**src/rtl/mtx_pkg.sv**
```systemverilog
`timescale 1ns/1ps
// mtx_pkg: shared types and line constants for the MII transmit framer.
// Assumes nibble-wide transmit with bytes sent low nibble first.
package mtx_pkg;

    // Framer sequencing states
    typedef enum logic [2:0] {
        ST_IDLE,
        ST_PRE,
        ST_DATA,
        ST_FCS,
        ST_GAP
    } mtx_state_e;

    // Nibble sent for every preamble position except the last
    localparam logic [3:0] PRE_NIBBLE = 4'h5;
    // Final nibble of the start delimiter (its last two wire bits are 1,1)
    localparam logic [3:0] SFD_NIBBLE = 4'hD;

endpackage

```
**src/rtl/mtx_crc_nib.sv**
```systemverilog
`timescale 1ns/1ps
// mtx_crc_nib: reflected CRC register that folds one nibble per clock
// (bit 0 first) and can shift its contents out four bits at a time.
// Assumes the caller raises at most one of clear/fold/shift per clock.
module mtx_crc_nib #(
    parameter int          CRC_W    = 32,
    parameter logic [31:0] CRC_POLY = 32'hEDB88320
) (
    input  logic       clk,
    input  logic       rst_n,
    input  logic       clear,
    input  logic       fold,
    input  logic       shift,
    input  logic [3:0] nib,
    output logic [3:0] fcs_nib
);
    localparam logic [CRC_W-1:0] POLY_W = CRC_POLY[CRC_W-1:0];

    logic [CRC_W-1:0] crc_q;
    logic [CRC_W-1:0] fold_val;

    // Fold four data bits into the running remainder, wire order
    always_comb begin
        fold_val = crc_q;
        for (int b = 0; b < 4; b++) begin
            if (fold_val[0] ^ nib[b]) begin
                fold_val = (fold_val >> 1) ^ POLY_W;
            end else begin
                fold_val = fold_val >> 1;
            end
        end
    end

    // Remainder register: preset, accumulate, or drain by a nibble
    always_ff @(posedge clk) begin
        if (!rst_n) begin
            crc_q <= '1;
        end else if (clear) begin
            crc_q <= '1;
        end else if (fold) begin
            crc_q <= fold_val;
        end else if (shift) begin
            crc_q <= crc_q >> 4;
        end
    end

    assign fcs_nib = ~crc_q[3:0];

endmodule

```
**src/rtl/mtx_gap_timer.sv**
```systemverilog
`timescale 1ns/1ps
// mtx_gap_timer: down counter that times the inter-packet gap.
// Loaded on entry to the gap; expired is high in the last gap clock.
module mtx_gap_timer #(
    parameter int GAP_CLKS = 24
) (
    input  logic clk,
    input  logic rst_n,
    input  logic load,
    input  logic run,
    output logic expired
);
    localparam int CW = $clog2(GAP_CLKS + 1);

    logic [CW-1:0] cnt_q;

    // Count down from GAP_CLKS-1 while the gap state is active
    always_ff @(posedge clk) begin
        if (!rst_n) begin
            cnt_q <= '0;
        end else if (load) begin
            cnt_q <= CW'(GAP_CLKS - 1);
        end else if (run && (cnt_q != '0)) begin
            cnt_q <= cnt_q - 1'b1;
        end
    end

    assign expired = (cnt_q == '0);

endmodule

```
**src/rtl/mtx_launch.sv**
```systemverilog
`timescale 1ns/1ps
// mtx_launch: falling-edge output register for the PHY pins, so data
// is settled half a period before the PHY samples on the rising edge.
// Assumes its inputs are settled by the falling edge of each clock.
module mtx_launch #(
    parameter int NIB_W = 4
) (
    input  logic             clk,
    input  logic             rst_n,
    input  logic [NIB_W-1:0] d_nib,
    input  logic             d_en,
    output logic [NIB_W-1:0] q_nib,
    output logic             q_en
);
    // Capture the next pin values at the falling edge
    always_ff @(negedge clk) begin
        if (!rst_n) begin
            q_nib <= '0;
            q_en  <= 1'b0;
        end else begin
            q_nib <= d_nib;
            q_en  <= d_en;
        end
    end

endmodule

```
**src/rtl/mii_tx_framer.sv**
```systemverilog
`timescale 1ns/1ps
// mii_tx_framer: sends framed bytes on a 4-bit MII transmit port with
// preamble, delimiter, in-line CRC-32 FCS and an enforced idle gap.
// Assumes one clock domain (the PHY transmit clock), and that an offered
// byte is held stable until it is accepted.
module mii_tx_framer #(
    parameter int          PRE_BYTES = 7,
    parameter int          IPG_BYTES = 12,
    parameter logic [31:0] CRC_POLY  = 32'hEDB88320
) (
    input  logic       clk,
    input  logic       rst_n,
    input  logic       in_valid,
    input  logic [7:0] in_data,
    input  logic       in_sof,
    input  logic       in_eof,
    output logic       in_ready,
    output logic [3:0] mii_txd,
    output logic       mii_tx_en,
    output logic       tx_err
);
    import mtx_pkg::*;

    localparam int CRC_W   = 32;
    localparam int PRE_NIB = 2 * PRE_BYTES + 2;
    localparam int IPG_NIB = 2 * IPG_BYTES;
    localparam int FCS_NIB = CRC_W / 4;
    localparam int CNT_MAX = (PRE_NIB > FCS_NIB) ? PRE_NIB : FCS_NIB;
    localparam int CNT_W   = $clog2(CNT_MAX);

    mtx_state_e       st_q, st_d;
    logic [CNT_W-1:0] cnt_q, cnt_d;
    logic             ph_q, ph_d;
    logic             err_q, err_d;

    logic             crc_clear, crc_fold, crc_shift;
    logic [3:0]       fcs_nib;
    logic             gap_load, gap_expired;

    logic             core_en;
    logic [3:0]       core_nib;
    logic             frame_busy;

    // Sequencing, nibble selection and input handshake for one clock
    always_comb begin
        st_d      = st_q;
        cnt_d     = cnt_q;
        ph_d      = ph_q;
        err_d     = 1'b0;
        crc_clear = 1'b0;
        crc_fold  = 1'b0;
        crc_shift = 1'b0;
        gap_load  = 1'b0;
        core_en   = 1'b0;
        core_nib  = '0;
        in_ready  = 1'b0;
        case (st_q)
            ST_IDLE: begin
                in_ready = in_valid && !in_sof;
                if (in_valid && in_sof) begin
                    st_d      = ST_PRE;
                    cnt_d     = '0;
                    crc_clear = 1'b1;
                end
            end
            ST_PRE: begin
                core_en = 1'b1;
                if (cnt_q == CNT_W'(PRE_NIB - 1)) begin
                    core_nib = SFD_NIBBLE;
                    st_d     = ST_DATA;
                    ph_d     = 1'b0;
                end else begin
                    core_nib = PRE_NIBBLE;
                    cnt_d    = cnt_q + 1'b1;
                end
            end
            ST_DATA: begin
                if (ph_q) begin
                    core_en  = 1'b1;
                    core_nib = in_data[7:4];
                    in_ready = 1'b1;
                    crc_fold = 1'b1;
                    ph_d     = 1'b0;
                    if (in_eof) begin
                        st_d  = ST_FCS;
                        cnt_d = '0;
                    end
                end else if (in_valid) begin
                    core_en  = 1'b1;
                    core_nib = in_data[3:0];
                    crc_fold = 1'b1;
                    ph_d     = 1'b1;
                end else begin
                    err_d    = 1'b1;
                    st_d     = ST_GAP;
                    gap_load = 1'b1;
                end
            end
            ST_FCS: begin
                core_en   = 1'b1;
                core_nib  = fcs_nib;
                crc_shift = 1'b1;
                if (cnt_q == CNT_W'(FCS_NIB - 1)) begin
                    st_d     = ST_GAP;
                    gap_load = 1'b1;
                end else begin
                    cnt_d = cnt_q + 1'b1;
                end
            end
            ST_GAP: begin
                if (gap_expired) begin
                    st_d = ST_IDLE;
                end
            end
            default: st_d = ST_IDLE;
        endcase
    end

    // State, counter, nibble phase and error pulse registers
    always_ff @(posedge clk) begin
        if (!rst_n) begin
            st_q  <= ST_IDLE;
            cnt_q <= '0;
            ph_q  <= 1'b0;
            err_q <= 1'b0;
        end else begin
            st_q  <= st_d;
            cnt_q <= cnt_d;
            ph_q  <= ph_d;
            err_q <= err_d;
        end
    end

    assign frame_busy = (st_q != ST_IDLE);
    assign tx_err     = err_q;

    mtx_crc_nib #(
        .CRC_W    (CRC_W),
        .CRC_POLY (CRC_POLY)
    ) u_crc (
        .clk     (clk),
        .rst_n   (rst_n),
        .clear   (crc_clear),
        .fold    (crc_fold),
        .shift   (crc_shift),
        .nib     (core_nib),
        .fcs_nib (fcs_nib)
    );

    mtx_gap_timer #(
        .GAP_CLKS (IPG_NIB)
    ) u_gap (
        .clk     (clk),
        .rst_n   (rst_n),
        .load    (gap_load),
        .run     (st_q == ST_GAP),
        .expired (gap_expired)
    );

    mtx_launch #(
        .NIB_W (4)
    ) u_launch (
        .clk   (clk),
        .rst_n (rst_n),
        .d_nib (core_nib),
        .d_en  (core_en),
        .q_nib (mii_txd),
        .q_en  (mii_tx_en)
    );

endmodule

```
**config.mk**
```make
export PLATFORM = sky130hd
export DESIGN_NAME = mii_tx_framer
export DESIGN_NICKNAME = d
export VERILOG_FILES = /design/src/rtl/mtx_pkg.sv /design/src/rtl/mtx_crc_nib.sv /design/src/rtl/mtx_gap_timer.sv /design/src/rtl/mtx_launch.sv /design/src/rtl/mii_tx_framer.sv
export SDC_FILE = /design/constraint.sdc
export NUM_CORES = 1
export LEC_CHECK = 0
export BUFFER_PORTS_ARGS = -buffer_cell sky130_fd_sc_hd__buf_2
export CAP_MARGIN = 10
export CORE_MARGIN = 2
export CORE_UTILIZATION = 32
export DETAILED_ROUTE_END_ITERATION = 8
export SYNTH_ARGS = -nofsm -noshare
export SYNTH_HDL_FRONTEND = slang
export SYNTH_SLANG_ARGS = --single-unit
```
**constraint.sdc**
```tcl
create_clock -name clk -period 8.05 [get_ports clk]
set_clock_uncertainty 0.2 [all_clocks]
set_input_delay 0.805 -clock clk [delete_from_list [all_inputs] [get_ports clk]]
set_output_delay 0.805 -clock clk [all_outputs]
set_load 0.1 [all_outputs]
```
Word-level counts from Yosys, hierarchy flattened. Index checks and enable logic that the tools add are counted.

Output and inout bits: 7. Bits in registers: 51. Bits of input ports: 13.

Equality and inequality tests: 16. Bitwise operators: 10. Muxes and demuxes: 42. Reduce and logical (&&, ||, !) cells: 18. Add/subtract/negate cells: 2.

Operators with widths (number): 32-bit 2-to-1 mux (6); 13-bit inverter with 14-bit output (4); 4-bit 2-to-1 mux (8); 3-bit 2-to-1 mux (7); 2-bit inequality test, second input constant (8); 4-bit case mux with 4 select lines (1); 3-bit case mux with 5 select lines (1); 1-bit 2-to-1 mux (12); 4-bit case mux with 3 select lines (1); 6-bit AND reduction (2); 5-bit 2-to-1 mux (2); 1-bit case mux with 2 select lines (4); 3-bit by 2-bit equality test with 1-bit output, second input constant (2); 3-bit inequality test, second input constant (2); 2-bit nonzero test (3); 2-bit OR reduction (3); 5-bit logical NOT (1); 5-bit nonzero test (1); 5-bit by 1-bit subtractor with 5-bit output, second input constant (1); 4-bit by 1-bit adder with 4-bit output, second input constant (1); 4-bit by 3-bit equality test with 1-bit output, second input constant (1); 4-bit equality test, second input constant (1); 4-bit inverter (1); 2-bit AND reduction (2); 8 further kinds (13).

Longest topological paths before layout. Gate-level depths: netlist of the first run.

Word-level depth: 12. Mapped depth: 9. Depth with buffers taken out: 9.

By module. Synthesis of the first run repeated with hierarchy kept, for this count alone.

Cells, all modules: 318. Area total of the unflattened synthesis: 2803.9 um^2.

Modules (own cells, without submodules): mtx_crc_nib (area each 1659.1 um^2, cells each 181, instances 1, sequential area each 640.6 um^2); mii_tx_framer (area each 724.4 um^2, cells each 96, instances 1, sequential area each 180.2 um^2); mtx_gap_timer (area each 285.3 um^2, cells each 30, instances 1, sequential area each 100.1 um^2); mtx_launch (area each 135.1 um^2, cells each 11, instances 1, sequential area each 100.1 um^2).

==> flow_metrics.tcl, run 1 <==
set metrics [dict create \
    grt_pass1_vias 1968 \
    path_class "reg2out" \
    drt-initial-drc-count 94 \
    synth_top_area_share_pct 38.44 \
    routedWlPerCell_um 13.87 \
    numPortBuffers 19 \
    die-area_um2 9046 \
    synthCells 310 \
    drv_cap 0 \
    synth_top_family_by_area "compound AO/OA/AOI/OAI gates" \
    critPathBufInv 1 \
    synthAdderAreaFrac_pct 1.413 \
    hold_class "reg2reg" \
    cpMaxStageDelayCell "buf_2" \
    synth_cell_type_count 60 \
    grt_use_total_pct 13.97 \
    synthMuxAreaShare_pct 1.931 \
    tightest_slew_ns 0.9493 \
    initial_utilization_pct 32.66 \
    path_cells "buf_2" \
    cts.sinks 51 \
    yosys.area_share.simple_pct 22.75 \
    cp-start-kind "register" \
    dp_hpwl_um 4164 \
    path_delay_family "buffers and inverters" \
    tns_ns 0 \
    vias 2183 \
    power.leakage_nw 1.090 \
    synth-compound-area-share_pct 23.32 \
    grt_overflow_total 0 \
    clk_pin_slew_worst_paths_ns 0.10 \
    n_fill_cell 845 \
    antenna_found_initial 0 \
    clock_latency_ns 0.31 \
    synth_most_common_cell "dfxtp_1" \
    synth_warnings 0 \
    synth_xor_area_share_pct 7.678 \
    critical_path_arrival_ns 5.12 \
    rsz0062_at_grt "no" \
    slew_viol_final 0 \
    synth_seq_cells 51 \
    reg2reg_setup_slack_ns 2.09 \
    cts_tree "done" \
    finalSetupViolCount 0 \
    n_antenna_cell 0 \
    dr.pass1.iters 4 \
    syn_to_final_growth_pct 9.750 \
    crit_fanout 1 \
    cts-root-buf "clkbuf_8" \
    htreeDepth 2 \
    end_kind "primary output" \
    ys_seq_area_share_pct 38.44 \
    cp_slowest_stage_delay_ns 0.42 \
    vdd_ir_drop_max_mv 0.05784 \
    nets 341 \
    async_flop_share_pct 0 \
    holdWs_ns 0.2792 \
    power_density_nw_per_um2 154.5 \
    grt_pass1_wl_um 9832 \
    ant_nets 0 \
    place_congestion 0.7730 \
    fp.dieW_um 95.11 \
    drc 0 \
    pin_count 20 \
    grt_max_degree 25 \
    synth_largest_area_cell "dfxtp_1" \
    cp.required_ns 7.05 \
    yosys-top-cells-area "dfxtp_1 (38%), nand2_1 (5.8%), nor2_1 (5.7%), a21oi_1 (4.0%), o21ai_0 (2.4%)" \
    synth_ff_type "dfxtp_1" \
    drive_above_1_share_pct 13.50 \
    rows 33 \
    cts_buffer_depth 2 \
    cts_buffers 5 \
    hold_buffers 0 \
    ctsResizeCount 0 \
    final_hold_viol_count 0 \
    synth_edf_count 0 \
    avgSynthCellArea_um2 8.569 \
    synth_common_cells "dfxtp_1 (51), nand2_1 (41), nor2_1 (40), a21oi_1 (21)" \
    postCtsSetupBuffers 0 \
    max_slew_margin_pct 36.13 \
    viasPerCell 5.065 \
    syn-num-nets 326 \
    wl_um 5978 \
    die_h_um 95.11 \
    synth_area_um2 2656 \
    status "completed" \
    core_area_um2 8134 \
]
[stage by stage]
stage / std cells / power, W / setup slack [ns] / area [um^2] / util, %
finish: 431 / 0.0004504 / 1.925 / 2915 / 35.84
CTS: 431 / 0.0004559 / 1.912 / 2915 / 35.84
floorplan: 310 / 0.0002940 / 2.111 / 2656 / -
detailed placement: 419 / 0.0003035 / 1.936 / 2816 / 34.63
global route: 431 / 0.0004725 / 1.882 / 2915 / 35.84
global placement: 419 / 0.0003031 / 1.946 / 2816 / 34.63
[layout by cell type, fill, tap and decap left out, types with 6 or more instances in the layout]
master / n
nand3_1: 9
a21oi_1: 21
o21ai_1: 6
inv_1: 10
nor2_1: 40
xnor2_1: 7
nor3_1: 8
nand2_1: 41
o221ai_1: 6
o21ai_0: 13
dfxtp_1: 51
buf_2: 19
[layout make-up]
cell class | count | area, um^2 | share of cell area, %
clock buffer | 6 | 72.57 | 2.489
clock inverter | 7 | 30.03 | 1.030
inverter | 5 | 18.77 | 0.6438
multi-input combinational | 234 | 1516 | 52.02
sequential | 51 | 1021 | 35.02
tap | 105 | 131.4 | 4.506
timing repair buffer | 23 | 125.1 | 4.292
[path summary, 6_finish.rpt]
check                        end              start  cells after the start
setup reg to reg   u_launch.q_en            st_q[1]                      5
hold reg to reg   u_crc.crc_q[1]     u_crc.crc_q[5]                      2
setup / recovery      mii_txd[1]  u_launch.q_nib[1]                      1
hold / removal    u_crc.crc_q[1]     u_crc.crc_q[5]                      2
[routing by layer]
layer / global-route usage [%] / wire length, um / up-vias
li1: - / - / 1132
met1: 19.56 / 3054 / 1011
met2: 21.77 / 2656 / 35
met3: 2.846 / 201 / 5
met4: 3.865 / 66 / 0
met5: 0 / 0 / -
[worst min-delay path: stages, from the launching register on]
cell and delay [ns]:
dfxtp_1 0.32, nand2_1 0.06, nand3_1 0.06
[logic make-up after synthesis]
kind of cell               after synthesis
DFF                                     51
buffers and inverters                   25
and+or+nand+nor                        124
xor gates and xnor gates                17
muxes                                    3
AOI/OAI and AO/OA                       87
adders and majority gates                3
[state kept, by name, summed over array words and instances, names as in the netlist]
| signal | count |
|---|---|
| u_crc.crc_q | 32 |
| u_gap.cnt_q | 5 |
| cnt_q | 4 |
| u_launch.q_nib | 4 |
| st_q | 3 |
| ph_q | 1 |
| tx_err | 1 |
| u_launch.q_en | 1 |
[where the power goes]
group / internal (W) / total (W) / switching, W
Sequential: 0.000254 / 0.000256 / 0.00000228
Clock: 0.0000638 / 0.000157 / 0.0000936
Combinational: 0.0000116 / 0.0000369 / 0.0000253
Power figures use the tool's default switching activity.
==> inputs of run 2 (changes only) <==
Clock period 8.05 ns to 6.4 ns, I/O delays scaled along.
==> run 2 against run 1 <==
Against the previous run:
- first-iteration DRC count up 14%
- register-to-register slack worse by 0.80 ns
- largest power group unchanged
- critical path type unchanged
- total power up 31%
==> flow_metrics.tcl, run 2 (synthesized netlist as in run 1, its figures left out) <==
set metrics [dict create \
    hold_buffers 0 \
    cts_tree "done" \
    seq_power_share_pct 54.7 \
    r2r_cells 5 \
    grt_use_total_pct 13.71 \
    n_antenna_cell 0 \
    viasPerCell 5.067 \
    layout_common_cells "dfxtp_1 (51), nand2_1 (41), nor2_1 (40), a21oi_1 (21), buf_2 (19)" \
    tightest_slew_ns 0.9040 \
    path_class "reg2out" \
    rows 33 \
    place_congestion 0.8277 \
    cts-root-buf "clkbuf_8" \
    switchingPower_w 0.0001502 \
    vias 2184 \
    slew_viol_final 0 \
    top_register "u_crc.crc_q" \
    cp.required_ns 5.56 \
    routedWlPerCell_um 13.51 \
    crit_fanout 1 \
    p_int_w 0.0004382 \
    power.leakage_nw 1.108 \
    power_density_nw_per_um2 200.4 \
    wl_um 5821 \
    clock_latency_ns 0.31 \
    fp.dieW_um 95.11 \
    drc 0 \
    holdPathStages 2 \
    htreeDepth 2 \
    die-area_um2 9046 \
    initial_utilization_pct 32.66 \
    dp_hpwl_um 4133 \
    swShare_pct 25.53 \
    nets 341 \
    hold_class "reg2reg" \
    hold_end "u_crc.crc_q[1]" \
    worstHoldStart "u_crc.crc_q[5]" \
    final_hold_viol_count 0 \
    reg2reg_setup_slack_ns 1.29 \
    tns_ns 0 \
    critical_path_arrival_ns 4.30 \
    antenna_found_initial 0 \
    cp_slowest_stage_delay_ns 0.42 \
    reg.largest.list "u_crc.crc_q: 32 flops, u_gap.cnt_q: 5 flops" \
    power_frac_comb_pct 7.8 \
    largest_reg_flops 32 \
    grt_pass1_wl_um 9680 \
    path_delay_family "buffers and inverters" \
    die_h_um 95.11 \
    numPortBuffers 19 \
    syn_to_final_growth_pct 10.55 \
    rr_startpoint "st_q[1]" \
    path_cells "buf_2" \
    cts_buffers 5 \
    cp-start-kind "register" \
    vdd_ir_drop_max_mv 0.06701 \
    finalSetupViolCount 0 \
    cpMaxStageDelayCell "buf_2" \
    max_slew_margin_pct 39.18 \
    pwr-share-clk_pct 37.5 \
    pin_count 20 \
    end_kind "primary output" \
    dpl_worst_slack_ns 1.268 \
    final_common_cell "dfxtp_1" \
    drive_above_1_share_pct 14.11 \
    dr.pass1.iters 4 \
    grt_overflow_total 0 \
    ctsResizeCount 0 \
    core_area_um2 8134 \
    cts.sinks 51 \
    cts_buffer_depth 2 \
    grt_pass1_vias 1981 \
    rsz0062_at_grt "no" \
    drv_cap 0 \
    grt_max_degree 25 \
    ant_nets 0 \
    setup_slack_ns 1.262 \
    critPathBufInv 1 \
    status "completed" \
    r2r_end "u_launch.q_en" \
    clk_pin_slew_worst_paths_ns 0.09 \
    drt-initial-drc-count 107 \
    postCtsSetupBuffers 0 \
]
-- run 2: power groups by stage --
stage	sequential, W	combinational [W]	clock, W
global route	0.000323	0.0000496	0.000245
global placement	0.000329	0.0000464	0.00000583
floorplan	0.000333	0.0000307	0.00000583
detailed placement	0.000329	0.0000462	0.00000583
finish	0.000322	0.0000460	0.000220
CTS	0.000322	0.0000464	0.000227
-- run 2: how the worst max path moves through the flow --
| stage | from | cells past startpoint | slack, ns | to |
|---|---|---|---|---|
| after floorplan | u_launch.q_en | 0 | 1.45 | mii_tx_en |
| after global placement | in_valid | 5 | 1.29 | u_launch.q_nib[3] |
| after detailed placement | in_valid | 5 | 1.27 | u_launch.q_nib[3] |
| after CTS | u_launch.q_nib[1] | 1 | 1.24 | mii_txd[1] |
| after global routing | st_q[1] | 5 | 1.17 | u_launch.q_en |
| final | u_launch.q_nib[1] | 1 | 1.26 | mii_txd[1] |
-- run 2: per-stage QoR --
step           total power, W  area [um^2]  utilization, %  cells  hold WS (ns)
5_1_grt             0.0006174         2937           36.10    431        0.3014
6_report            0.0005885         2937           36.10    431        0.2747
4_1_cts             0.0005958         2937           36.10    431        0.2842
3_3_place_gp        0.0003814         2816           34.63    419        0.2498
3_5_place_dp        0.0003812         2816           34.63    419        0.2578
2_1_floorplan       0.0003697         2656               -    310        0.2411
-- run 2: area by class of cell --
cell class | instances | area (um^2)
clock buffers | 6 | 93.84
multi-input cells | 234 | 1516
inverters | 5 | 18.77
flip-flops and latches | 51 | 1021
well taps | 105 | 131.4
clock inverters | 7 | 30.03
fillers | 822 | 5197
repair buffers | 23 | 125.1
-- run 2: layer usage --
metal  routed length (um)  GRT usage [%]
met1                 2795          18.31
met2                 2642          21.54
met3                  289          3.478
met4                   93          4.589
met5                    0              0
